File: config.mk
export PLATFORM = sky130hd
export DESIGN_NAME = irq_nest_ctrl
export DESIGN_NICKNAME = d
export VERILOG_FILES = /design/src/rtl/irq_nest_pkg.sv /design/src/rtl/irq_nest_regs.sv /design/src/rtl/irq_nest_arb.sv /design/src/rtl/irq_nest_svc.sv /design/src/rtl/irq_nest_ctrl.sv
export SDC_FILE = /design/constraint.sdc
export NUM_CORES = 1
export LEC_CHECK = 0
export ABC_AREA = 1
export BUFFER_PORTS_ARGS = -buffer_cell sky130_fd_sc_hd__buf_2
export CORE_MARGIN = 2
export CORE_UTILIZATION = 58
export CTS_BUF_LIST = sky130_fd_sc_hd__clkbuf_16
export DETAILED_ROUTE_END_ITERATION = 16
export PLACE_DENSITY = 0.95
export SYNTH_ARGS = -nofsm -noshare
export SYNTH_HDL_FRONTEND = slang
export SYNTH_SLANG_ARGS = --single-unit
File: constraint.sdc
create_clock -name clk -period 4 [get_ports clk]
set_clock_uncertainty 0.05 [all_clocks]
set_input_delay 0.8 -clock clk [delete_from_list [all_inputs] [get_ports clk]]
set_output_delay 0.8 -clock clk [all_outputs]
set_load 0.02 [all_outputs]
File: src/rtl/irq_nest_pkg.sv
// Shared constants and types for the nested interrupt controller.
// Assumes exactly one power-monitor source at index 0.
package irq_nest_pkg;
    localparam int NSRC   = 12;
    localparam int NLVL   = 3;
    localparam int IDW    = $clog2(NSRC);
    localparam int LVLW   = $clog2(NLVL);
    localparam int NMAIN  = 8;
    localparam int NSEC   = NSRC - NMAIN;

    typedef logic [LVLW-1:0] lvl_t;

    localparam lvl_t LVL_LOW  = lvl_t'(0);
    localparam lvl_t LVL_HIGH = lvl_t'(1);
    localparam lvl_t LVL_PWR  = lvl_t'(2);

    localparam logic [1:0] ADR_ENA = 2'd0;
    localparam logic [1:0] ADR_PRI = 2'd1;
    localparam logic [1:0] ADR_SEC = 2'd2;
    localparam logic [1:0] ADR_PWR = 2'd3;
endpackage

File: src/rtl/irq_nest_regs.sv
// Configuration register file: main enable, priority, secondary
// enable/priority and power-monitor enable. It assumes 8 main sources and
// at most four secondary ones. The read data is combinational.
module irq_nest_regs
    import irq_nest_pkg::*;
(
    input  logic            clk,
    input  logic            rst_n,
    input  logic            wr_i,
    input  logic [1:0]      addr_i,
    input  logic [7:0]      wdata_i,
    output logic [7:0]      rdata_o,
    output logic [NSRC-1:0] src_en_o,
    output logic [NSRC-1:0] src_hi_o,
    output logic            glob_en_o
);
    logic [7:0]       ena_q;
    logic [NMAIN-2:0] pri_q;
    logic [NSEC-1:0]  sec_en_q;
    logic [NSEC-1:0]  sec_hi_q;
    logic             pwr_en_q;

    // Register writes, cleared by reset.
    always_ff @(posedge clk) begin
        if (!rst_n) begin
            ena_q    <= '0;
            pri_q    <= '0;
            sec_en_q <= '0;
            sec_hi_q <= '0;
            pwr_en_q <= 1'b0;
        end else if (wr_i) begin
            case (addr_i)
                ADR_ENA: ena_q <= wdata_i;
                ADR_PRI: pri_q <= wdata_i[NMAIN-2:0];
                ADR_SEC: begin
                    sec_en_q <= wdata_i[NSEC-1:0];
                    sec_hi_q <= wdata_i[4 +: NSEC];
                end
                default: pwr_en_q <= wdata_i[0];
            endcase
        end
    end

    // Read-back multiplexer.
    always_comb begin
        rdata_o = '0;
        case (addr_i)
            ADR_ENA: rdata_o = ena_q;
            ADR_PRI: rdata_o[NMAIN-2:0] = pri_q;
            ADR_SEC: begin
                rdata_o[NSEC-1:0]  = sec_en_q;
                rdata_o[4 +: NSEC] = sec_hi_q;
            end
            default: rdata_o[0] = pwr_en_q;
        endcase
    end

    // Map register fields onto per-source enable and tier bits.
    always_comb begin
        src_en_o              = '0;
        src_hi_o              = '0;
        src_en_o[0]           = pwr_en_q;
        src_en_o[NMAIN-1:1]   = ena_q[NMAIN-2:0];
        src_en_o[NSRC-1:NMAIN] = sec_en_q;
        src_hi_o[NMAIN-1:1]   = pri_q;
        src_hi_o[NSRC-1:NMAIN] = sec_hi_q;
    end

    assign glob_en_o = ena_q[7];

    // a write to the main enable register is held exactly.
    a_r2_ena_write: assert property (@(posedge clk) disable iff (!rst_n)
        (wr_i && addr_i == ADR_ENA) |=> (ena_q == $past(wdata_i)));
endmodule

File: src/rtl/irq_nest_arb.sv
// Request sampler and tier/polling arbiter. A request is registered once
// before it can win. The winner comes from the highest tier that has an
// eligible request, and then has the lowest index in that tier. Source 0
// is the power monitor and is not gated by the global enable.
module irq_nest_arb
    import irq_nest_pkg::*;
#(
    parameter int N_SRC = NSRC,
    localparam int W_ID = $clog2(N_SRC)
)(
    input  logic             clk,
    input  logic             rst_n,
    input  logic [N_SRC-1:0] req_i,
    input  logic [N_SRC-1:0] src_en_i,
    input  logic [N_SRC-1:0] src_hi_i,
    input  logic             glob_en_i,
    output logic             win_vld_o,
    output logic [W_ID-1:0]  win_id_o,
    output lvl_t             win_lvl_o
);
    logic [N_SRC-1:0] req_q;
    logic [N_SRC-1:0] elig;
    lvl_t             src_lvl [N_SRC];

    // Sample the raw request lines once per cycle.
    always_ff @(posedge clk) begin
        if (!rst_n) req_q <= '0;
        else        req_q <= req_i;
    end

    // Per-source eligibility and tier assignment.
    for (genvar g = 0; g < N_SRC; g++) begin : g_src
        if (g == 0) begin : g_pwr
            assign elig[g]    = req_q[g] & src_en_i[g];
            assign src_lvl[g] = LVL_PWR;
        end else begin : g_std
            assign elig[g]    = req_q[g] & src_en_i[g] & glob_en_i;
            assign src_lvl[g] = src_hi_i[g] ? LVL_HIGH : LVL_LOW;
        end
    end

    // Pick the top tier first, then the lowest index within it.
    always_comb begin
        win_vld_o = 1'b0;
        win_id_o  = '0;
        win_lvl_o = LVL_LOW;
        for (int l = NLVL - 1; l >= 0; l--) begin
            for (int i = 0; i < N_SRC; i++) begin
                if (!win_vld_o && elig[i] && src_lvl[i] == lvl_t'(l)) begin
                    win_vld_o = 1'b1;
                    win_id_o  = W_ID'(i);
                    win_lvl_o = lvl_t'(l);
                end
            end
        end
    end

    // the chosen source really is an eligible one.
    a_r7_win_is_eligible: assert property (@(posedge clk) disable iff (!rst_n)
        win_vld_o |-> elig[win_id_o]);
    // a power-monitor request cannot lose to a lower tier.
    a_r6_pwr_wins: assert property (@(posedge clk) disable iff (!rst_n)
        elig[0] |-> (win_vld_o && win_id_o == '0));
    // nothing wins without a sampled request.
    a_r4_needs_sample: assert property (@(posedge clk) disable iff (!rst_n)
        (req_q == '0) |-> !win_vld_o);
endmodule

File: src/rtl/irq_nest_svc.sv
// In-service tracker: one bit per tier. An acknowledge sets the bit of the
// accepted tier. A return clears the highest set bit. Both may occur in
// one cycle. It also reports whether a candidate tier may preempt.
module irq_nest_svc
    import irq_nest_pkg::*;
(
    input  logic            clk,
    input  logic            rst_n,
    input  logic            ack_i,
    input  lvl_t            ack_lvl_i,
    input  logic            reti_i,
    input  lvl_t            cand_lvl_i,
    output logic            may_enter_o,
    output logic [NLVL-1:0] mask_o
);
    logic [NLVL-1:0] mask_q;
    logic [NLVL-1:0] top_bit;
    logic [NLVL-1:0] mask_d;

    // Isolate the highest set tier bit.
    always_comb begin
        top_bit = '0;
        for (int l = 0; l < NLVL; l++) begin
            if (mask_q[l]) top_bit = NLVL'(1) << l;
        end
    end

    // Combine return and acknowledge into the next mask.
    always_comb begin
        mask_d = mask_q;
        if (reti_i) mask_d = mask_d & ~top_bit;
        if (ack_i)  mask_d = mask_d | (NLVL'(1) << ack_lvl_i);
    end

    // Hold the in-service mask.
    always_ff @(posedge clk) begin
        if (!rst_n) mask_q <= '0;
        else        mask_q <= mask_d;
    end

    assign may_enter_o = ((mask_q >> cand_lvl_i) == '0);
    assign mask_o      = mask_q;

    // an acknowledge leaves its tier in service.
    a_r8_ack_sets: assert property (@(posedge clk) disable iff (!rst_n)
        ack_i |=> mask_q[$past(ack_lvl_i)]);
    // a lone return removes exactly one tier when one is active.
    a_r11_reti_one: assert property (@(posedge clk) disable iff (!rst_n)
        (reti_i && !ack_i && mask_q != '0) |=>
        ($countones(mask_q) == $countones($past(mask_q)) - 1));
    // a return with nothing in service changes nothing.
    a_r11_reti_idle: assert property (@(posedge clk) disable iff (!rst_n)
        (reti_i && !ack_i && mask_q == '0) |=> (mask_q == '0));
endmodule

File: src/rtl/irq_nest_ctrl.sv
// Top of the three-tier nested interrupt controller. It joins the register
// file, the arbiter and the in-service tracker, and it offers a vector only
// when the winner's tier lies above every tier in service. It assumes the
// core holds vec_ack_i for one cycle per accepted vector.
module irq_nest_ctrl
    import irq_nest_pkg::*;
(
    input  logic            clk,
    input  logic            rst_n,
    input  logic [NSRC-1:0] req_i,
    input  logic            reg_wr_i,
    input  logic [1:0]      reg_addr_i,
    input  logic [7:0]      reg_wdata_i,
    output logic [7:0]      reg_rdata_o,
    output logic            vec_req_o,
    output logic [IDW-1:0]  vec_id_o,
    input  logic            vec_ack_i,
    input  logic            reti_i,
    output logic [NLVL-1:0] in_service_o
);
    logic [NSRC-1:0] src_en;
    logic [NSRC-1:0] src_hi;
    logic            glob_en;
    logic            win_vld;
    logic [IDW-1:0]  win_id;
    lvl_t            win_lvl;
    logic            may_enter;
    logic            ack_ok;

    irq_nest_regs u_regs (
        .clk       (clk),
        .rst_n     (rst_n),
        .wr_i      (reg_wr_i),
        .addr_i    (reg_addr_i),
        .wdata_i   (reg_wdata_i),
        .rdata_o   (reg_rdata_o),
        .src_en_o  (src_en),
        .src_hi_o  (src_hi),
        .glob_en_o (glob_en)
    );

    irq_nest_arb #(.N_SRC(NSRC)) u_arb (
        .clk       (clk),
        .rst_n     (rst_n),
        .req_i     (req_i),
        .src_en_i  (src_en),
        .src_hi_i  (src_hi),
        .glob_en_i (glob_en),
        .win_vld_o (win_vld),
        .win_id_o  (win_id),
        .win_lvl_o (win_lvl)
    );

    // Only an acknowledge of an offered vector counts.
    assign ack_ok = vec_ack_i & vec_req_o;

    irq_nest_svc u_svc (
        .clk         (clk),
        .rst_n       (rst_n),
        .ack_i       (ack_ok),
        .ack_lvl_i   (win_lvl),
        .reti_i      (reti_i),
        .cand_lvl_i  (win_lvl),
        .may_enter_o (may_enter),
        .mask_o      (in_service_o)
    );

    assign vec_req_o = win_vld & may_enter;
    assign vec_id_o  = win_id;

    // an offered vector never sits at or below an active tier.
    a_r9_no_same_tier: assert property (@(posedge clk) disable iff (!rst_n)
        vec_req_o |-> ((in_service_o >> win_lvl) == '0));
    // a power-monitor winner is always offered unless its tier is active.
    a_r10_pwr_preempts: assert property (@(posedge clk) disable iff (!rst_n)
        (win_vld && win_lvl == LVL_PWR && !in_service_o[2]) |-> vec_req_o);
endmodule

**After elaboration in Yosys (flattened, before gate mapping)**

Cells that the tools add are included.

- Latch bits: 0
- Bits in writable memories: 0
- Memory bits (read-only): 0
- Logic and storage cells: 299
- Memories: 0
- Bits of input ports: 27
- Register bits: 39

- Equal/unequal tests: 24
- Multiplexer cells: 120
- Shifts and indexed selects: 2
- Bitwise logic cells: 29
- Multipliers: 0
- Reductions and logical operators: 117
- Add/subtract/negate cells: 0
- Div/mod/pow operators: 0
- $lt $le $gt $ge: 0

Operators with widths:

| operator | number |
|---|---|
| $mux 4 | 32 |
| $mux 2 | 35 |
| $logic_and 1x1->1 | 66 |
| $mux 1 | 47 |
| $logic_not 1->1 | 33 |
| $and 1x1->1 | 25 |
| $eq 2x1->1 const B | 12 |
| $eq 2x2->1 const B | 12 |
| $logic_not 2->1 | 12 |
| $pmux 6 s3 | 1 |
| $mux 3 | 3 |
| $reduce_and 2->1 | 4 |
| $and 3x3->3 | 1 |
| $logic_not 3->1 | 1 |
| $not 3->3 | 1 |
| $or 3x3->3 | 1 |
| $pmux 1 s3 | 1 |
| $reduce_or 3->1 | 1 |
| $shl 1x2->3 const A | 1 |
| $shr 3x2->3 | 1 |
| $pmux 1 s2 | 1 |
| $not 1->1 | 1 |

**Logic depth before layout (Yosys ltp)**

- Depth in word-level cells: 139
- Mapped depth: 15

**By module**

Synthesis repeated with hierarchy kept, for this count alone.

- Cell total of the unflattened synthesis: 362
- Area total of the unflattened synthesis: 2309.7 um^2

Modules (own cells, without submodules):

| module | cells each | area each (um^2) | sequential area each (um^2) | instances |
|---|---|---|---|---|
| irq_nest_regs | 190 | 1237.4 | 480.5 | 1 |
| irq_nest_arb | 145 | 894.6 | 240.2 | 1 |
| irq_nest_svc | 23 | 160.2 | 60.1 | 1 |
| irq_nest_ctrl | 4 | 17.5 | 0.0 | 1 |

**Least setup slack after synthesis**

Ideal clock, no wire load.

- Path kind: flip-flop to output port
- Start: register u_regs.ena_q[7]
- End: output vec_id_o[1]
- Stages on the path, launching flop included: 15
- Path buffers: 1
- Setup slack: 1.096 ns
- Required time: 3.150 ns
- Arrival: 2.054 ns
- Path through: dfxtp_1 -> buf_6 -> nand4_2 -> nand2_2 -> nor2_4 -> nand4_2 -> nor2_2 -> nand4_2 -> nor2_2 -> nand4_2 -> nor2_4 -> nand4_4 -> nor3_2 -> nand3b_1 -> nand4_1

- Longest elaborated chain between the ends: 132
- Elaborated cells on any way between the ends: 173
- Classes of those cells: 64 x mux; 11 x bitwise; 98 x reduce/logical

Ends and longest elaborated chain:

| element | RTL line | text |
|---|---|---|
| from (decl) | irq_nest_regs.sv:17 | `logic [7:0] ena_q;` |
| from (signal assigned) | irq_nest_regs.sv:33 | `ADR_ENA: ena_q <= wdata_i;` |
| $and 1x1->1 | irq_nest_arb.sv:37 | `assign elig[g] = req_q[g] & src_en_i[g] & glob_en_i;` |
| $logic_and 1x1->1 (2 in series) | irq_nest_arb.sv:49 | `if (!win_vld_o && elig[i] && src_lvl[i] == lvl_t'(l)) begin` |
| $mux 1 | irq_nest_arb.sv:49 |  |
| $logic_not 1->1 | irq_nest_arb.sv:49 |  |
| $logic_and 1x1->1 (2 in series) | irq_nest_arb.sv:49 |  |
| $mux 1 | irq_nest_arb.sv:49 |  |
| $logic_not 1->1 | irq_nest_arb.sv:49 |  |
| $logic_and 1x1->1 (2 in series) | irq_nest_arb.sv:49 |  |
| [... 110 more ...] | - |  |
| $logic_and 1x1->1 (2 in series) | irq_nest_arb.sv:49 |  |
| $mux 1 | irq_nest_arb.sv:49 |  |
| $logic_not 1->1 | irq_nest_arb.sv:49 |  |
| $logic_and 1x1->1 (2 in series) | irq_nest_arb.sv:49 |  |
| $mux 1 | irq_nest_arb.sv:49 |  |
| $logic_not 1->1 | irq_nest_arb.sv:49 |  |
| $logic_and 1x1->1 (2 in series) | irq_nest_arb.sv:49 |  |
| $mux 4 (*) | irq_nest_arb.sv:49 |  |
| to (decl) | irq_nest_ctrl.sv:16 | `output logic [IDW-1:0] vec_id_o,` |

Every way passes the cells marked *; elsewhere a longest branch is shown, timed or not.

**Worst setup path in the final report**

- Start: register u_regs.ena_q[7]
- End: output vec_id_o[3]

Same word-level chain as after synthesis.

==> results.sh <==
export IMPL_status="finished, final reports clean"
export IMPL_grt_max_degree=32
export IMPL_r2r_end="u_svc.mask_o[1]"
export IMPL_slowest_delay_ps=410
export IMPL_synth_most_common_cell="nand2_1"
export IMPL_cts_tree="built"
export IMPL_ys_seq_area_share_pct=38.3
export IMPL_fillCellCount=287
export IMPL_dieWidth_um=63.3
export IMPL_drc=0
export IMPL_num_nets_final=355
export IMPL_crit_top_cell="nand4_2"
export IMPL_worst_pin_slew_ps=779
export IMPL_critPathMaxFanout=13
export IMPL_endpoint_kind="output port"
export IMPL_dpl_instance_area_um2=2270
export IMPL_post_cts_resized=0
export IMPL_cts_buffers=5
export IMPL_drt_first_pass_iters=5
export IMPL_grt_usage_pct=28.5
export IMPL_wire_per_inst_um=14.8
export IMPL_post_route_min_period_ps=3730
export IMPL_ys_warn_count=0
export IMPL_cp_start_kind="flop"
export IMPL_final_layout_size_suffix_gt1_share_pct=21.0
export IMPL_whs_endpoint="u_regs.pwr_en_q"
export IMPL_min_path_cells=2
export IMPL_synth_edf_count=0
export IMPL_setup_viol=0
export IMPL_place_congestion=0.942
export IMPL_clock_sinks=39
export IMPL_die_area_um2=4010
export IMPL_die_y_um=63.3
export IMPL_r2r_start="u_regs.ena_q[7]"
export IMPL_drtIter0Drc=159
export IMPL_synth_top_area_cell="dfxtp_1"
export IMPL_synth_cell_types=36
export IMPL_cts_max_level=2
export IMPL_r2r_cells=14
export IMPL_clockBufferDepth=2
export IMPL_routed_via_density=5.83
export IMPL_placed_cells=367
export IMPL_cp_arrival_ps=2880
export IMPL_synth_area_um2=2040
export IMPL_clock_fmax_mhz=268
export IMPL_port_buffers=42
export IMPL_cap_violations=0
export IMPL_peakVddDrop_v=0.000373
export IMPL_synth_area_top_cells="dfxtp_1 (38%), nand2_1 (9.2%), inv_1 (9.0%), a21oi_1 (6.4%), o21ai_0 (4.9%)"
export IMPL_synth_seq_cells=39
export IMPL_synth_top_flop_cell="dfxtp_1"
export IMPL_finalHoldViolCount=0
export IMPL_core_area_um2=3360
export IMPL_pre_cts_ws_ps=535
export IMPL_n_antenna_cell=0
export IMPL_drt_total_wl_um=5540
export IMPL_instances_no_fill=375
export IMPL_via_count=2187
export IMPL_rows=21
export IMPL_detail_route_antenna_nets=0
export IMPL_tns_ps=0
export IMPL_slew_violations=0
export IMPL_start_util_pct=60.7
export IMPL_path_class="flop to output port"
export IMPL_cp_data_required_time_ps=3150
export IMPL_ios=43
export IMPL_finalWorstSetupSlack_ps=271
export IMPL_timing_final_crit_share_pct=93.2
export IMPL_hold_path_class="flop to flop"
export IMPL_post_cts_buffers=0
export IMPL_avgSynthCellArea_um2=7.11
export IMPL_syn2layout_area_growth_pct=18.0
export IMPL_hold_ws_ps=416
export IMPL_synthArstFlopShare_pct=0
export IMPL_design_area_um2=2410
export IMPL_clock_root_buffer="clkbuf_16"
export IMPL_ys_top_cells_by_count="nand2_1 (50), inv_1 (49), dfxtp_1 (39)"
export IMPL_leakage_nw=1.12
export IMPL_clock_latency_ps=280
export IMPL_grt_pass1_vias=2022
export IMPL_antenna_found_initial=0
export IMPL_relSlewSlack_pct=47.9
export IMPL_slowest_stage="dfxtp_2"
export IMPL_grt_pass1_wl_um=9020
export IMPL_hpwlAfterDp_um=3900
export IMPL_r2r_setup_slack_ps=1370
export IMPL_cp_cell_sequence="nand3_1 > o21ai_1 > nor2_4 > nand4_2 > nor2_2 > nand4_2 > nor2_2 > nand4_2 > nor2_4 > nand4_4 > nor3_2 > nand3b_1 > nand4_1 > buf_2"
export IMPL_netlist_instances=287
export IMPL_overflow=0
export IMPL_p_per_area_nw_per_um2=361
export IMPL_hold_path_startpoint="u_regs.pwr_en_q"
export IMPL_syn_nets=314
export IMPL_path_clk_slew_ps=60
export IMPL_synth_top_area_share_pct=38.3
export IMPL_rsz0062_at_grt="false"
export IMPL_hold_buffers=0
## layout by cell type (no fill, tap or decap), types with 2 or more instances in the layout
cell type	instances
nand4_2	5
a21oi_1	26
nor3_1	4
clkbuf_16	5
o211ai_1	2
nand4_1	11
dfxtp_1	38
nand3_1	16
inv_1	50
nor3_2	2
nor2_1	22
buf_2	42
nand2_2	2
nor2_4	2
o21ai_0	20
o221ai_1	5
nor2_2	4
o21ai_1	3
clkinv_1	3
nand2_1	50
## stage by stage
| step | util [%] | total power [mW] |
|---|---|---|
| global placement | 67.5 | 0.509 |
| CTS | 71.6 | 0.869 |
| finish | 71.6 | 0.870 |
| floorplan | - | 0.478 |
| global route | 71.6 | 0.907 |
| detailed placement | 67.5 | 0.511 |
## cell families after synthesis
logic type / Yosys count / synth area share [%]
compound gates: 65 / 18.6
flops: 39 / 38.3
simple gates: 124 / 31.9
buf+inv: 59 / 11.2
## report_power, final
part	internal [mW]	switching, mW
logic	0.0295	0.0567
clock network	0.224	0.138
registers	0.407	0.0139
## layer usage
layer | wire (um) | part of all wire [%] | GRT usage (%)
met1 | 2230 | 40 | 35.1
met2 | 2630 | 48 | 46.9
met3 | 470 | 8.5 | 5.89
met4 | 203 | 3.7 | 14.7
met5 | 0 | 0 | 0
## flip-flops by register name, indices dropped and copies added (netlist names)
| name | cells |
|---|---|
| u_regs.ena_q | 8 |
| u_regs.pwr_en_q | 1 |
| u_arb.req_q | 12 |
| u_regs.sec_en_q | 4 |
| u_regs.sec_hi_q | 4 |
| u_svc.mask_o | 3 |
| u_regs.pri_q | 7 |
## how the worst max path moves through the flow
| stage | from | to |
|---|---|---|
| after global placement | u_regs.ena_q[7] | vec_id_o[3] |
| after CTS | u_regs.ena_q[7] | vec_id_o[3] |
| after detailed placement | u_regs.ena_q[7] | vec_id_o[3] |
| after floorplan | u_regs.ena_q[7] | vec_id_o[1] |
| final | u_regs.ena_q[7] | vec_id_o[3] |
| after global routing | u_regs.ena_q[7] | vec_id_o[3] |
## cell type report
| cell class | instances | area [um2] | share of cell area (%) |
|---|---|---|---|
| multi-input combinational | 189 | 1030 | 42.8 |
| sequential | 39 | 782 | 32.5 |
| timing repair buffer | 42 | 210 | 8.73 |
| clock inverter | 3 | 11.3 | 0.468 |
| clock buffer | 5 | 125 | 5.19 |
| tap | 46 | 57.6 | 2.39 |
| inverter | 51 | 191 | 7.95 |
## worst max-delay path: cells and delay by family (launching register included)
family	cells	cell delay, ps
AND/OR/NAND/NOR	12	1860
flip-flops	1	410
buffers and inverters	1	170
AO/OA/AOI/OAI	1	160
Power figures use the tool's default switching activity.
